**config.mk**
```make
export PLATFORM = sky130hd
export DESIGN_NAME = lsp_unroller
export DESIGN_NICKNAME = d
export VERILOG_FILES = /design/src/rtl/lsp_pkg.sv /design/src/rtl/lsp_rep_table.sv /design/src/rtl/lsp_hist.sv /design/src/rtl/lsp_walk_ctl.sv /design/src/rtl/lsp_unroller.sv
export SDC_FILE = /design/constraint.sdc
export NUM_CORES = 1
export LEC_CHECK = 0
export ABC_AREA = 1
export BUFFER_PORTS_ARGS = -buffer_cell sky130_fd_sc_hd__buf_2
export CAP_MARGIN = 10
export CORE_UTILIZATION = 49
export CTS_BUF_LIST = sky130_fd_sc_hd__clkbuf_16
export DETAILED_ROUTE_END_ITERATION = 7
export PLACE_DENSITY = 0.7
export SYNTH_ARGS = -nofsm -noshare
export SYNTH_HDL_FRONTEND = slang
export SYNTH_SLANG_ARGS = --single-unit
```
**constraint.sdc**
```tcl
create_clock -name clk -period 13.12 [get_ports clk]
set_clock_uncertainty 0.05 [all_clocks]
set_input_delay 0.656 -clock clk [delete_from_list [all_inputs] [get_ports clk]]
set_output_delay 0.656 -clock clk [all_outputs]
set_load 0.02 [all_outputs]
```
**src/rtl/lsp_pkg.sv**
```systemverilog
package lsp_pkg;

    localparam int OFF_W   = 8;
    localparam int N_STEPS = 4;
    localparam int STEP_W  = $clog2(N_STEPS);
    localparam int LOOP_W  = 4;
    localparam int OUT_W   = STEP_W + 1;

    typedef struct packed {
        logic [OFF_W-1:0]  off;
        logic [STEP_W-1:0] back;   // distance minus one
    } step_t;

    typedef struct packed {
        logic [LOOP_W-1:0]        loops;
        logic [STEP_W-1:0]        last;
        step_t [N_STEPS-1:0]      steps;
    } rule_t;

    typedef enum logic [1:0] {
        W_IDLE  = 2'd0,
        W_RUN   = 2'd1,
        W_DRAIN = 2'd2
    } walk_state_t;

endpackage

```
**src/rtl/lsp_rep_table.sv**
```systemverilog
module lsp_rep_table
    import lsp_pkg::*;
#(
    parameter int ENTRIES = 4,
    parameter int PC_W    = 32
) (
    input  logic            clk,
    input  logic            rst_n,
    input  logic            wr_en,
    input  logic [PC_W-1:0] wr_pc,
    input  rule_t           wr_rule,
    input  logic [PC_W-1:0] lk_pc,
    output logic            lk_hit,
    output rule_t           lk_rule
);

    localparam int IDX_W = (ENTRIES > 1) ? $clog2(ENTRIES) : 1;

    logic [ENTRIES-1:0] wr_match;
    logic [ENTRIES-1:0] lk_match;
    logic [ENTRIES-1:0] ent_vld;
    rule_t              ent_rule [ENTRIES];
    logic [IDX_W-1:0]   rr_ptr;
    logic [IDX_W-1:0]   wr_sel;
    logic               wr_any;

    // Per-entry storage and compare
    for (genvar g = 0; g < ENTRIES; g++) begin : g_ent
        logic            vld_q;
        logic [PC_W-1:0] pc_q;
        rule_t           rule_q;

        always_ff @(posedge clk or negedge rst_n) begin
            if (!rst_n) begin
                vld_q <= 1'b0;
            end else if (wr_en && (wr_sel == IDX_W'(g))) begin
                vld_q <= 1'b1;
            end
        end

        always_ff @(posedge clk) begin
            if (wr_en && (wr_sel == IDX_W'(g))) begin
                pc_q   <= wr_pc;
                rule_q <= wr_rule;
            end
        end

        assign ent_vld[g]  = vld_q;
        assign ent_rule[g] = rule_q;
        assign wr_match[g] = vld_q && (pc_q == wr_pc);
        assign lk_match[g] = vld_q && (pc_q == lk_pc);
    end

    // Write slot: matching entry in place, else round-robin slot
    always_comb begin
        wr_any = 1'b0;
        wr_sel = rr_ptr;
        for (int i = 0; i < ENTRIES; i++) begin
            if (wr_match[i]) begin
                wr_any = 1'b1;
                wr_sel = IDX_W'(i);
            end
        end
    end

    always_ff @(posedge clk or negedge rst_n) begin
        if (!rst_n) begin
            rr_ptr <= '0;
        end else if (wr_en && !wr_any) begin
            rr_ptr <= (rr_ptr == IDX_W'(ENTRIES - 1)) ? '0 : rr_ptr + 1'b1;
        end
    end

    // Lookup
    always_comb begin
        lk_hit  = 1'b0;
        lk_rule = '0;
        for (int i = 0; i < ENTRIES; i++) begin
            if (lk_match[i]) begin
                lk_hit  = 1'b1;
                lk_rule = ent_rule[i];
            end
        end
    end


    uniq_key_chk: assert property (@(posedge clk) disable iff (!rst_n)
        $onehot0(lk_match));


    wr_lands_chk: assert property (@(posedge clk) disable iff (!rst_n)
        wr_en |=> ent_vld[$past(wr_sel)]);


    rr_step_chk: assert property (@(posedge clk) disable iff (!rst_n)
        (wr_en && !wr_any) |=> (rr_ptr != $past(rr_ptr)));


    rr_hold_chk: assert property (@(posedge clk) disable iff (!rst_n)
        (wr_en && wr_any) |=> $stable(rr_ptr));

endmodule

```
**src/rtl/lsp_hist.sv**
```systemverilog
module lsp_hist #(
    parameter int ADDR_W = 32,
    parameter int DEPTH  = 4,
    parameter int SEL_W  = 2
) (
    input  logic              clk,
    input  logic              rst_n,
    input  logic              load,
    input  logic [ADDR_W-1:0] root,
    input  logic              push,
    input  logic [ADDR_W-1:0] push_val,
    input  logic [SEL_W-1:0]  sel,
    output logic [ADDR_W-1:0] base
);

    // h_q[0] holds the newest known position, h_q[j] the one j positions older
    logic [ADDR_W-1:0] h_q [DEPTH];

    always_ff @(posedge clk or negedge rst_n) begin
        if (!rst_n) begin
            for (int i = 0; i < DEPTH; i++) begin
                h_q[i] <= '0;
            end
        end else if (load) begin
            h_q[0] <= root;
            for (int i = 1; i < DEPTH; i++) begin
                h_q[i] <= '0;
            end
        end else if (push) begin
            h_q[0] <= push_val;
            for (int i = 1; i < DEPTH; i++) begin
                h_q[i] <= h_q[i-1];
            end
        end
    end

    assign base = h_q[sel];


    load_root_chk: assert property (@(posedge clk) disable iff (!rst_n)
        load |=> (h_q[0] == $past(root)));


    load_clear_chk: assert property (@(posedge clk) disable iff (!rst_n)
        load |=> (h_q[DEPTH-1] == '0));


    push_shift_chk: assert property (@(posedge clk) disable iff (!rst_n)
        (push && !load) |=> (h_q[1] == $past(h_q[0])) && (h_q[0] == $past(push_val)));

endmodule

```
**src/rtl/lsp_walk_ctl.sv**
```systemverilog
module lsp_walk_ctl
    import lsp_pkg::*;
#(
    parameter int ADDR_W = 32
) (
    input  logic              clk,
    input  logic              rst_n,
    input  logic              trig,
    input  rule_t             trig_rule,
    input  logic              rsp_valid,
    input  logic [ADDR_W-1:0] base,
    input  logic              pf_ready,
    output logic              pf_valid,
    output logic [ADDR_W-1:0] pf_addr,
    output logic              hist_load,
    output logic [STEP_W-1:0] hist_sel
);

    walk_state_t        state_q, state_nx;
    rule_t              rule_q;
    logic [STEP_W-1:0]  step_q;
    logic [LOOP_W-1:0]  loop_q;
    logic [OUT_W-1:0]   out_q, out_nx;

    step_t              cur_step;
    logic               elig;
    logic               base_nz;
    logic               start;
    logic               fire;
    logic               null_hit;
    logic               last_step;

    // Decode of the current step
    always_comb begin
        cur_step  = rule_q.steps[step_q];
        elig      = (out_q <= OUT_W'(cur_step.back));
        base_nz   = (base != '0);
        last_step = (step_q == rule_q.last) &&
                    (loop_q == rule_q.loops - LOOP_W'(1));
        start     = (state_q == W_IDLE) && trig && (trig_rule.loops != '0);
        null_hit  = (state_q == W_RUN) && elig && !base_nz;
    end

    // Output process
    always_comb begin
        hist_sel  = cur_step.back - out_q[STEP_W-1:0];
        hist_load = start;
        pf_valid  = (state_q == W_RUN) && elig && base_nz;
        pf_addr   = base + ADDR_W'(cur_step.off);
        fire      = pf_valid && pf_ready;
        out_nx    = out_q + OUT_W'(fire) - OUT_W'(rsp_valid);
    end

    // Next-state logic
    always_comb begin
        state_nx = state_q;
        unique case (state_q)
            W_IDLE: begin
                if (start) begin
                    state_nx = W_RUN;
                end
            end
            W_RUN: begin
                if (null_hit || (fire && last_step)) begin
                    state_nx = (out_nx == '0) ? W_IDLE : W_DRAIN;
                end
            end
            W_DRAIN: begin
                if (out_nx == '0) begin
                    state_nx = W_IDLE;
                end
            end
            default: begin
                state_nx = W_IDLE;
            end
        endcase
    end

    // State register
    always_ff @(posedge clk or negedge rst_n) begin
        if (!rst_n) begin
            state_q <= W_IDLE;
        end else begin
            state_q <= state_nx;
        end
    end

    // Walk position and outstanding count
    always_ff @(posedge clk or negedge rst_n) begin
        if (!rst_n) begin
            rule_q <= '0;
            step_q <= '0;
            loop_q <= '0;
            out_q  <= '0;
        end else begin
            out_q <= out_nx;
            if (start) begin
                rule_q <= trig_rule;
                step_q <= '0;
                loop_q <= '0;
            end else if (fire) begin
                if (step_q == rule_q.last) begin
                    step_q <= '0;
                    loop_q <= loop_q + LOOP_W'(1);
                end else begin
                    step_q <= step_q + STEP_W'(1);
                end
            end
        end
    end


    req_hold_chk: assert property (@(posedge clk) disable iff (!rst_n)
        (pf_valid && !pf_ready) |=> (pf_valid && $stable(pf_addr)));


    out_bound_chk: assert property (@(posedge clk) disable iff (!rst_n)
        out_q <= OUT_W'(N_STEPS));


    start_run_chk: assert property (@(posedge clk) disable iff (!rst_n)
        start |=> (state_q == W_RUN));


    last_end_chk: assert property (@(posedge clk) disable iff (!rst_n)
        (fire && last_step) |=> (state_q != W_RUN));


    null_end_chk: assert property (@(posedge clk) disable iff (!rst_n)
        null_hit |=> (state_q != W_RUN));


    idle_quiet_chk: assert property (@(posedge clk) disable iff (!rst_n)
        (state_q == W_IDLE) |-> (out_q == '0));


    busy_keep_chk: assert property (@(posedge clk) disable iff (!rst_n)
        ((state_q != W_IDLE) && !fire) |=> $stable(step_q) && $stable(loop_q));

endmodule

```
**src/rtl/lsp_unroller.sv**
```systemverilog
module lsp_unroller
    import lsp_pkg::*;
#(
    parameter int ADDR_W  = 32,
    parameter int PC_W    = 32,
    parameter int ENTRIES = 4
) (
    input  logic                       clk,
    input  logic                       rst_n,
    input  logic                       rw_valid,
    input  logic [PC_W-1:0]            rw_pc,
    input  logic [LOOP_W-1:0]          rw_loops,
    input  logic [STEP_W-1:0]          rw_last,
    input  logic [N_STEPS*OFF_W-1:0]   rw_offs,
    input  logic [N_STEPS*STEP_W-1:0]  rw_backs,
    input  logic                       ld_valid,
    input  logic [PC_W-1:0]            ld_pc,
    input  logic [ADDR_W-1:0]          ld_value,
    output logic                       pf_valid,
    input  logic                       pf_ready,
    output logic [ADDR_W-1:0]          pf_addr,
    input  logic                       rsp_valid,
    input  logic [ADDR_W-1:0]          rsp_data
);

    rule_t              wr_rule;
    rule_t              lk_rule;
    logic               lk_hit;
    logic               hist_load;
    logic [STEP_W-1:0]  hist_sel;
    logic [ADDR_W-1:0]  base;

    always_comb begin
        wr_rule.loops = rw_loops;
        wr_rule.last  = rw_last;
        for (int i = 0; i < N_STEPS; i++) begin
            wr_rule.steps[i].off  = rw_offs[i*OFF_W +: OFF_W];
            wr_rule.steps[i].back = rw_backs[i*STEP_W +: STEP_W];
        end
    end

    lsp_rep_table #(
        .ENTRIES (ENTRIES),
        .PC_W    (PC_W)
    ) u_table (
        .clk     (clk),
        .rst_n   (rst_n),
        .wr_en   (rw_valid),
        .wr_pc   (rw_pc),
        .wr_rule (wr_rule),
        .lk_pc   (ld_pc),
        .lk_hit  (lk_hit),
        .lk_rule (lk_rule)
    );

    lsp_hist #(
        .ADDR_W (ADDR_W),
        .DEPTH  (N_STEPS),
        .SEL_W  (STEP_W)
    ) u_hist (
        .clk      (clk),
        .rst_n    (rst_n),
        .load     (hist_load),
        .root     (ld_value),
        .push     (rsp_valid),
        .push_val (rsp_data),
        .sel      (hist_sel),
        .base     (base)
    );

    lsp_walk_ctl #(
        .ADDR_W (ADDR_W)
    ) u_walk (
        .clk       (clk),
        .rst_n     (rst_n),
        .trig      (ld_valid && lk_hit),
        .trig_rule (lk_rule),
        .rsp_valid (rsp_valid),
        .base      (base),
        .pf_ready  (pf_ready),
        .pf_valid  (pf_valid),
        .pf_addr   (pf_addr),
        .hist_load (hist_load),
        .hist_sel  (hist_sel)
    );


    no_req_in_reset_chk: assert property (@(posedge clk)
        !rst_n |-> !pf_valid);

endmodule

```
Word level (Yosys, flattened, before mapping) --
Cells that the tools add are included.
Storage, ports and cells: flip-flop bits (word level) 503, latch bits 0, memory bits (writable) 0, ROM bits 0, input port bits 180, output and inout bits 33, logic and storage cells 168, memories 0
Cells by class: $add $sub $neg 8, $mul 0, div/mod/pow operators 0, order comparisons 3, equality and inequality tests 19, shift-type cells 0, multiplexer cells 35, bitwise logic cells 1, reduce and logical (&&, ||, !) cells 35
Operators with widths (count):
- 32-bit == test | 8
- 128-bit 2-to-1 mux | 2
- 46-bit 2-to-1 mux | 4
- 32-bit binary-select mux with 2-bit select | 1
- 32-bit 2-to-1 mux | 2
- 32-bit by 8-bit adder with 32-bit output | 1
- 32-bit nonzero test | 1
- 2-bit 2-to-1 mux | 12
- 1-bit logical AND | 22
- 10-bit binary-select mux with 2-bit select | 1
- 4-bit 2-to-1 mux | 3
- 10-bit 2-to-1 mux | 1
- 2-bit == test (second input constant) | 4
- 1-bit 2-to-1 mux | 8
- 2-bit case mux with 3 select lines | 1
- 2-bit nonzero test | 3
- 2-bit by 1-bit adder with 2-bit output (second input constant) | 2
- 4-bit by 1-bit adder with 4-bit output (second input constant) | 1
- 2-bit by 1-bit == test with 1-bit output (second input constant) | 2
- 4-bit == test | 1
- 2-bit logical NOT | 2
- 2-bit inequality test (second input constant) | 2
- 4-bit nonzero test | 1
- 4-bit by 1-bit subtractor with 4-bit output (second input constant) | 1
- other kinds (14) | 15

Longest topological paths before layout --
Gate-level depths: netlist of the first run.
depth after elaboration 16, mapped depth 28

By module --
A second synthesis of the first run with hierarchy kept.
Unflattened totals: cell total of the unflattened synthesis 3395, area, all modules 27289.9 um^2
Modules (own cells, without submodules):
- lsp_rep_table | instances 1, cells an instance 1773, area each 16064.2 um^2
- lsp_hist | instances 1, cells an instance 986, area each 6876.6 um^2
- lsp_walk_ctl | instances 1, cells an instance 634, area each 4341.7 um^2
- lsp_unroller | instances 1, cells an instance 2, area each 7.5 um^2

Worst setup path after synthesis of the first run --
No wires, ideal clock.
kind in2reg, start point input rw_pc[2], end point register u_table.g_ent[3].rule_q, in the netlist u_table.ent_rule[0], enable pin, arrival time 5.076 ns, required time 12.555 ns, slack 7.480 ns, stages on the path 11, path buffers 1, path through clkbuf_1 xor2_1 nor4b_1 nand2_1 nor3_1 nand4_1 nand2_1 nand2_1 nand2_1 inv_1 nor2_1
On the way: longest elaborated chain between the ends 8
Ends and longest elaborated chain:
- start: declaration | RTL line lsp_unroller.sv:11 | input logic [PC_W-1:0] rw_pc,
- 32-bit == test | RTL line lsp_rep_table.sv:50 | assign wr_match[g] = vld_q && (pc_q == wr_pc);
- 1-bit logical AND | RTL line lsp_rep_table.sv:50
- 2-bit 2-to-1 mux (3 in a row) | RTL line lsp_rep_table.sv:59 | if (wr_match[i]) begin
- 2-bit 2-to-1 mux (*) | RTL line lsp_rep_table.sv:59
- 2-bit == test (*) | RTL line lsp_rep_table.sv:42 | if (wr_en && (wr_sel == IDX_W'(g))) begin
- 1-bit logical AND (*) | RTL line lsp_rep_table.sv:42
- end signal: assignment | RTL line lsp_rep_table.sv:44 | rule_q <= wr_rule;
- end: declaration | RTL line lsp_rep_table.sv:31 | rule_t rule_q;
Mark *: on every way between the ends. The rest lies on a longest branch, timed or not. A chain may end at the register's enable or synchronous reset.

Worst setup path in the final report of the first run --
start point register u_walk.step_q[0], end point output pf_addr[22]
On the way: longest elaborated chain between the ends 8
Ends and longest elaborated chain:
- start: declaration | RTL line lsp_walk_ctl.sv:21 | logic [STEP_W-1:0] step_q;
- start signal: assignment | RTL line lsp_walk_ctl.sv:106 | step_q <= step_q + STEP_W'(1);
- 10-bit binary-select mux with 2-bit select (*) | RTL line lsp_walk_ctl.sv:35 | cur_step = rule_q.steps[step_q];
- 10-bit 2-to-1 mux (implied by the code) (*) | RTL line lsp_walk_ctl.sv:35
- 2-bit subtractor | RTL line lsp_walk_ctl.sv:46 | hist_sel = cur_step.back - out_q[STEP_W-1:0];
- 2-bit inverter with 3-bit output (implied by the code) | RTL line lsp_hist.sv:37 | assign base = h_q[sel];
- 32-bit binary-select mux with 2-bit select | RTL line lsp_hist.sv:37
- 32-bit 2-to-1 mux (implied by the code) (2 in a row) | RTL line lsp_hist.sv:37
- 32-bit by 8-bit adder with 32-bit output (*) | RTL line lsp_walk_ctl.sv:49 | pf_addr = base + ADDR_W'(cur_step.off);
- end: declaration | RTL line lsp_unroller.sv:21 | output logic [ADDR_W-1:0] pf_addr,
Mark *: on every way between the ends. The rest lies on a longest branch, timed or not. The select of a mux whose other input is x is not followed.

==> results of run 1 <==
==> cell usage after synthesis, drive strengths merged, types with 22 or more instances <==
cell	instances
o21ai	284
nand3	215
nand4	56
nor4	22
a21oi	60
nor3	33
edfxtp	312
xnor2	65
clkbuf	90
buf	49
dfrtp	191
o22ai	63
nand2	774
xor2	78
o211ai	34
inv	330
nor2	299
==> final cells by class <==
cell class	count	area (µm²)	share of cell area, %
flip-flops and latches	503	14100	48.4
multi-input cells	2050	10100	34.5
clock buffers	54	1350	4.62
inverters	330	1240	4.25
repair buffers	232	1220	4.19
well taps	688	861	2.94
clock inverters	46	304	1.04
diodes	9	22.5	0.0770
==> through the flow <==
step           worst slack (ns)  total power [mW]  cells  util (%)
2_1_floorplan              7.48              3.05   3022         -
3_3_place_gp               6.95              3.55   3802      52.4
3_5_place_dp               6.75              3.56   3802      52.4
4_1_cts                    6.06              5.00   3903      55.6
5_1_grt                    5.46              5.23   3911      55.7
6_report                   6.08              4.97   3912      55.7
==> state kept, by name, indices dropped and copies added (netlist names) <==
| signal | count |
|---|---|
| u_table.ent_rule | 184 |
| u_hist.h_q | 128 |
| u_table.g_ent.pc_q | 128 |
| u_walk.rule_q | 46 |
| u_table.g_ent.vld_q | 4 |
| u_walk.loop_q | 4 |
| u_walk.out_q | 3 |
| u_table.rr_ptr | 2 |
| u_walk.state_q | 2 |
| u_walk.step_q | 2 |
==> critical path: stages (launching register included) <==
cell      delay, ns
dfrtp_1        0.78
inv_1          0.47
o21ai_0        0.28
nand2_1        0.12
ha_2           0.33
buf_4          0.72
o21ai_0        0.19
o21ai_0        0.34
ha_1           0.26
fa_1           0.23
nand3_1        0.08
nand3_1        0.11
a21oi_1        0.11
nand3b_1       0.17
nand2_1        0.12
nand3_1        0.11
inv_1          0.10
nand3_1        0.17
inv_1          0.14
nand2_1        0.09
nor2_1         0.28
nand2_1        0.11
xor2_1         0.17
buf_2          0.19
==> power by group <==
part	total, mW	leakage [nW]	internal (mW)	switching (mW)
logic	1.51	7.01	0.439	1.07
registers	2.02	5.16	1.92	0.0965
clock network	1.43	0.875	0.789	0.646
==> metal layers <==
layer	up-vias	GRT usage (%)	wire, µm
met5	-	0	69
met4	12	8.46	1860
met3	120	4.52	5210
met2	756	43.4	35000
met1	10200	39.2	33000
li1	10400	-	-
==> worst max path at each step <==
stage | start | end | cells after the start | slack, ns
2_1_floorplan | rw_pc[2] | u_table.ent_rule[0] | 11 | 7.48
3_3_place_gp | u_walk.step_q[0] | pf_addr[25] | 25 | 6.95
3_5_place_dp | u_walk.step_q[0] | pf_addr[19] | 24 | 6.75
4_1_cts | u_walk.step_q[0] | pf_addr[19] | 24 | 6.06
5_1_grt | u_walk.step_q[0] | pf_addr[19] | 24 | 5.46
6_report | u_walk.step_q[0] | pf_addr[22] | 23 | 6.08
==> cells in the final DEF, fill, tap and decap left out, types with 4 or more instances in the layout <==
cell type,synthesis,layout
nor4_1,22,22
nor2_4,1,4
o22ai_1,63,63
edfxtp_1,312,312
dfrtp_1,191,191
o2111ai_1,9,9
buf_2,26,210
inv_1,320,333
o21ai_1,25,25
inv_2,10,12
nor3_1,31,30
nand3_1,214,213
diode_2,0,9
nand4_1,56,56
o211ai_1,34,34
clkinv_1,0,15
nand3b_1,7,7
nand2_1,771,771
xor2_1,78,78
or2_2,11,11
clkinv_2,0,11
nor2_1,294,292
a21oi_1,60,60
nor3b_1,8,8
o21ai_0,259,259
ha_1,16,15
buf_4,7,20
clkbuf_16,0,54
xnor2_1,64,64
==> kinds of logic (layout without fill, tap and decap cells) <==
group / count (synthesis) / in the layout / share of synthesized area [%]
compound gates: 459 / 459 / 9.67
simple gates: 1430 / 1430 / 23.1
buf+inv: 469 / 662 / 7.22
other cells: 0 / 9 / 0
flops: 503 / 503 / 54.3
xor+xnor: 143 / 143 / 4.83
fa+ha+maj: 18 / 18 / 0.921
==> what timing repair did <==
item                                   CTS  global route
endpoints found under the hold margin   54             0
gates resized for setup                  0             0
hold buffers                             1             0
==> flow_metrics.tcl, run 1 <==
set metrics [dict create \
    grt_pass1_vias 20000 \
    synth-edff-count 312 \
    yosysTopAreaCellShare_pct 35.9 \
    ir_drop_v 0.000146 \
    min_path_cells 1 \
    io_pins 213 \
    whs_ns 0.189 \
    wl_per_cell_um 19.2 \
    fillCellCount 4796 \
    grt_pass1_wl_um 115000 \
    min_period_ns 7.04 \
    cts_setup_buffers 0 \
    start_util_pct 49.6 \
    synth_area_leader_cell "edfxtp_1" \
    cp-start-kind "flip-flop" \
    synth_cell_types 46 \
    cts-buffers-inserted 53 \
    stdcell_area_um2 29200 \
    antenna_left 0 \
    worst_hold_path.endpoint "u_table.ent_rule[15]" \
    avgSynthCellArea_um2 8.63 \
    drt-initial-drc-count 1934 \
    worst_hold_startpoint "rw_offs[11]" \
    drive_gt1_share_pct 10.6 \
    leakage_nw 13.0 \
    dieWidth_um 233 \
    worst-setup-path-type "flip-flop to output pin" \
    rrSetupSlack_ns 7.09 \
    synthFlopType "edfxtp_1" \
    rsz0062_at_grt "no" \
    dieArea_um2 54100 \
    syn_nets 3220 \
    slew_violations 0 \
    fin_setup_tns_ns 0 \
    hold_viol 0 \
    drcViolationCount 0 \
    path_max_fanout 103 \
    cts_buffer_depth 3 \
    place.port_buffers 212 \
    hold_class "input pin to flip-flop" \
    synthTopCellsByArea "edfxtp_1 36%, dfrtp_1 18%, nand2_1 11%" \
    reg2reg_depth 22 \
    synth_cells 3022 \
    clk_pin_slew_worst_paths_ns 0.06 \
    die_h_um 233 \
    critPathCaptureType "output pin" \
    vias_per_cell 5.49 \
    vias 21500 \
    ys_ff_latch 503 \
    totalWireLength_um 75100 \
    cellPowerDensity_nw_per_um2 170 \
    grt_max_degree 105 \
    row_count 84 \
    cts.sink_count 503 \
    area.growth.synth_to_final_pct 12.2 \
    tritoncts "built" \
    setup_viol 0 \
    track_usage_pct 27.6 \
    dpl-instance-area_um2 27600 \
    cp.required_ns 12.41 \
    crit_arrival_ns 6.34 \
    yosysWarnings 0 \
    dp_hpwl_um 52200 \
    tightestPinTransition_ns 1.05 \
    min_period_over_period_pct 53.7 \
    r2r-end "u_walk.state_q[1]" \
    htreeDepth 2 \
    gp_congestion 0.956 \
    cap_viol_max_count 0 \
    core_um2 52600 \
    overflow 0 \
    drtPass1Iterations 6 \
    outcome "finished, final reports clean" \
    nets 3368 \
    slew-limit-headroom_pct 30.3 \
    async_flop_share_pct 38.0 \
    cts_root_buf "clkbuf_16" \
    insertion_delay_ns 0.63 \
    max_clock_freq_ghz 0.142 \
    r2r_start "u_walk.step_q[0]" \
    seq_area_frac_synth_pct 54.3 \
    netlist_area_um2 26100 \
    antenna_found_initial 16 \
]
Note: power is estimated with default switching activity, not from simulation.
==> run 2, diff against run 1 <==
Settings changed: PLACE_DENSITY 0.7 to 0.73.
Clock period 13.12 ns to 6.24 ns, I/O delays scaled along.
==> run 2 against run 1 <==
  * Worst setup slack lost 5.6 ns
  * Clock power grew 120%
  * Sequential power grew 110%
  * Cell count grew 3.6%
  * Critical path depth shrank 2
  * Register-to-register slack lost 5.9 ns
  * Combinational power grew 120%
  * Via count grew 2.6%
  * First-iteration DRC count grew 2.7%
  * Sequential share of layout area shrank 2.5 points
  * Critical path type unchanged
==> flow_metrics.tcl, run 2 (synthesis results as in run 1) <==
set metrics [dict create \
    wl_per_cell_um 17.8 \
    stdcell_area_um2 30900 \
    clk_pin_slew_worst_paths_ns 0.06 \
    overflow 0 \
    largest_reg_flops 184 \
    min_path_cells 3 \
    path_max_fanout 54 \
    worst-setup-path-type "flip-flop to output pin" \
    hold_class "input pin to flip-flop" \
    grt_max_degree 121 \
    row_count 84 \
    drcViolationCount 0 \
    insertion_delay_ns 0.64 \
    rrSetupSlack_ns 1.23 \
    cts_root_buf "clkbuf_16" \
    worst_hold_startpoint "rw_valid" \
    drtPass1Iterations 8 \
    cts-buffers-inserted 54 \
    track_usage_pct 26.6 \
    cp.required_ns 5.88 \
    final_cell_mix "771 x nand2_1, 332 x inv_1, 312 x edfxtp_1" \
    grt_pass1_wl_um 112000 \
    outcome "finished, final reports clean" \
    r2r-end "u_walk.state_q[1]" \
    crit_arrival_ns 5.43 \
    drt-initial-drc-count 1986 \
    place.port_buffers 212 \
    htreeDepth 2 \
    r2r_start "u_walk.step_q[1]" \
    vias_per_cell 5.43 \
    vias 22000 \
    tritoncts "built" \
    tightestPinTransition_ns 1.02 \
    antenna_left 0 \
    ir_drop_v 0.000269 \
    nets 3515 \
    die_h_um 233 \
    slew_violations 0 \
    start_util_pct 49.6 \
    min_period_ns 5.79 \
    antenna_found_initial 8 \
    fin_setup_tns_ns 0 \
    cellPowerDensity_nw_per_um2 346 \
    area.growth.synth_to_final_pct 18.3 \
    p_total_mw 10.7 \
    critPathCaptureType "output pin" \
    cp-start-kind "flip-flop" \
    gp_congestion 0.975 \
    leakage_nw 13.7 \
    totalWireLength_um 72300 \
    worst_hold_path.endpoint "u_table.rr_ptr[0]" \
    final_util_pct 58.7 \
    slew-limit-headroom_pct 32.0 \
    dpl-instance-area_um2 27600 \
    dieArea_um2 54100 \
    dieWidth_um 233 \
    cts_buffer_depth 3 \
    max_clock_freq_ghz 0.173 \
    io_pins 213 \
    cts.sink_count 503 \
    hold_viol 0 \
    reg2reg_depth 21 \
    drive_gt1_share_pct 10.4 \
    min_period_over_period_pct 92.8 \
    dp_hpwl_um 48100 \
    core_um2 52600 \
    grt_pass1_vias 20500 \
    setup_viol 0 \
    final_common_cell "nand2_1" \
    cap_viol_max_count 0 \
]
run 2: cell types whose count changed in the layout (fill, tap and decap cells not counted), sizes merged:
cell	change
clkbuf	+1
clkinv	-5
inv	-2
diode	-5
clkinvlp	+3
buf	+5
bufinv	+3
dlygate4sd3	+141
run 2: layer usage:
layer,part of all wire [%],global-route usage (%),up-vias
met5,0.071,0,-
met2,46,42.3,969
met3,7.8,4.50,159
li1,-,-,10700
met1,43,36.6,10200
met4,3.6,10.0,8
run 2: worst max path at each step:
stage,start,end,slack [ns],cells past startpoint
4_1_cts,u_walk.step_q[1],pf_addr[19],0.39,21
6_report,u_walk.step_q[1],pf_addr[19],0.45,21
2_1_floorplan,rw_pc[2],u_table.ent_rule[0],0.94,11
5_1_grt,u_walk.step_q[1],pf_addr[19],-0.004,22
3_3_place_gp,u_walk.step_q[1],pf_addr[19],1.19,24
3_5_place_dp,u_walk.step_q[1],pf_addr[19],1.09,21
run 2: report_power, final:
part           leakage, nW  internal [mW]  switching [mW]
sequential            5.16           4.04           0.204
clock                0.906           1.81            1.38
combinational         7.64           1.02            2.22
run 2: worst max-delay path: stages, from the launching register on:
cell and delay (ns):
dfrtp_1 0.53, inv_1 0.28, o21ai_0 0.13, o22ai_1 0.21, inv_1 0.07, ha_1 0.37, xnor2_4 0.29, buf_6 0.36
o21ai_0 0.18, ha_1 0.37, a21oi_1 0.12, o21ai_0 0.29, nand2_1 0.09, nand2_1 0.08, nand2_1 0.08, nor2_1 0.29
nand2_1 0.18, nor2_2 0.25, nand2_1 0.14, nor2_1 0.15, xor2_1 0.14, buf_2 0.17
run 2: area by class of cell:
type | instances | area [µm²]
multi-input combinational | 2050 | 10100
fill | 4529 | 21700
sequential | 503 | 14100
antenna | 4 | 10.0
clock inverter | 45 | 387
inverter | 330 | 1240
clock buffer | 55 | 1380
timing repair buffer | 378 | 2720
tap | 688 | 861
run 2: what timing repair did:
action	CTS	global route
setup buffers	0	1
setup endpoints to repair	0	9
endpoints found under the hold margin	463	0
hold buffers	142	0
gates resized for setup	0	1
run 2: stage by stage:
stage          setup slack [ns]  hold slack (ns)  std cells
6_report                  0.450           0.0421       4053
3_3_place_gp               1.19            0.417       3806
4_1_cts                   0.389           0.0176       4048
3_5_place_dp               1.09            0.424       3806
5_1_grt                -0.00370           0.0640       4053
2_1_floorplan             0.944          -0.0336       3022
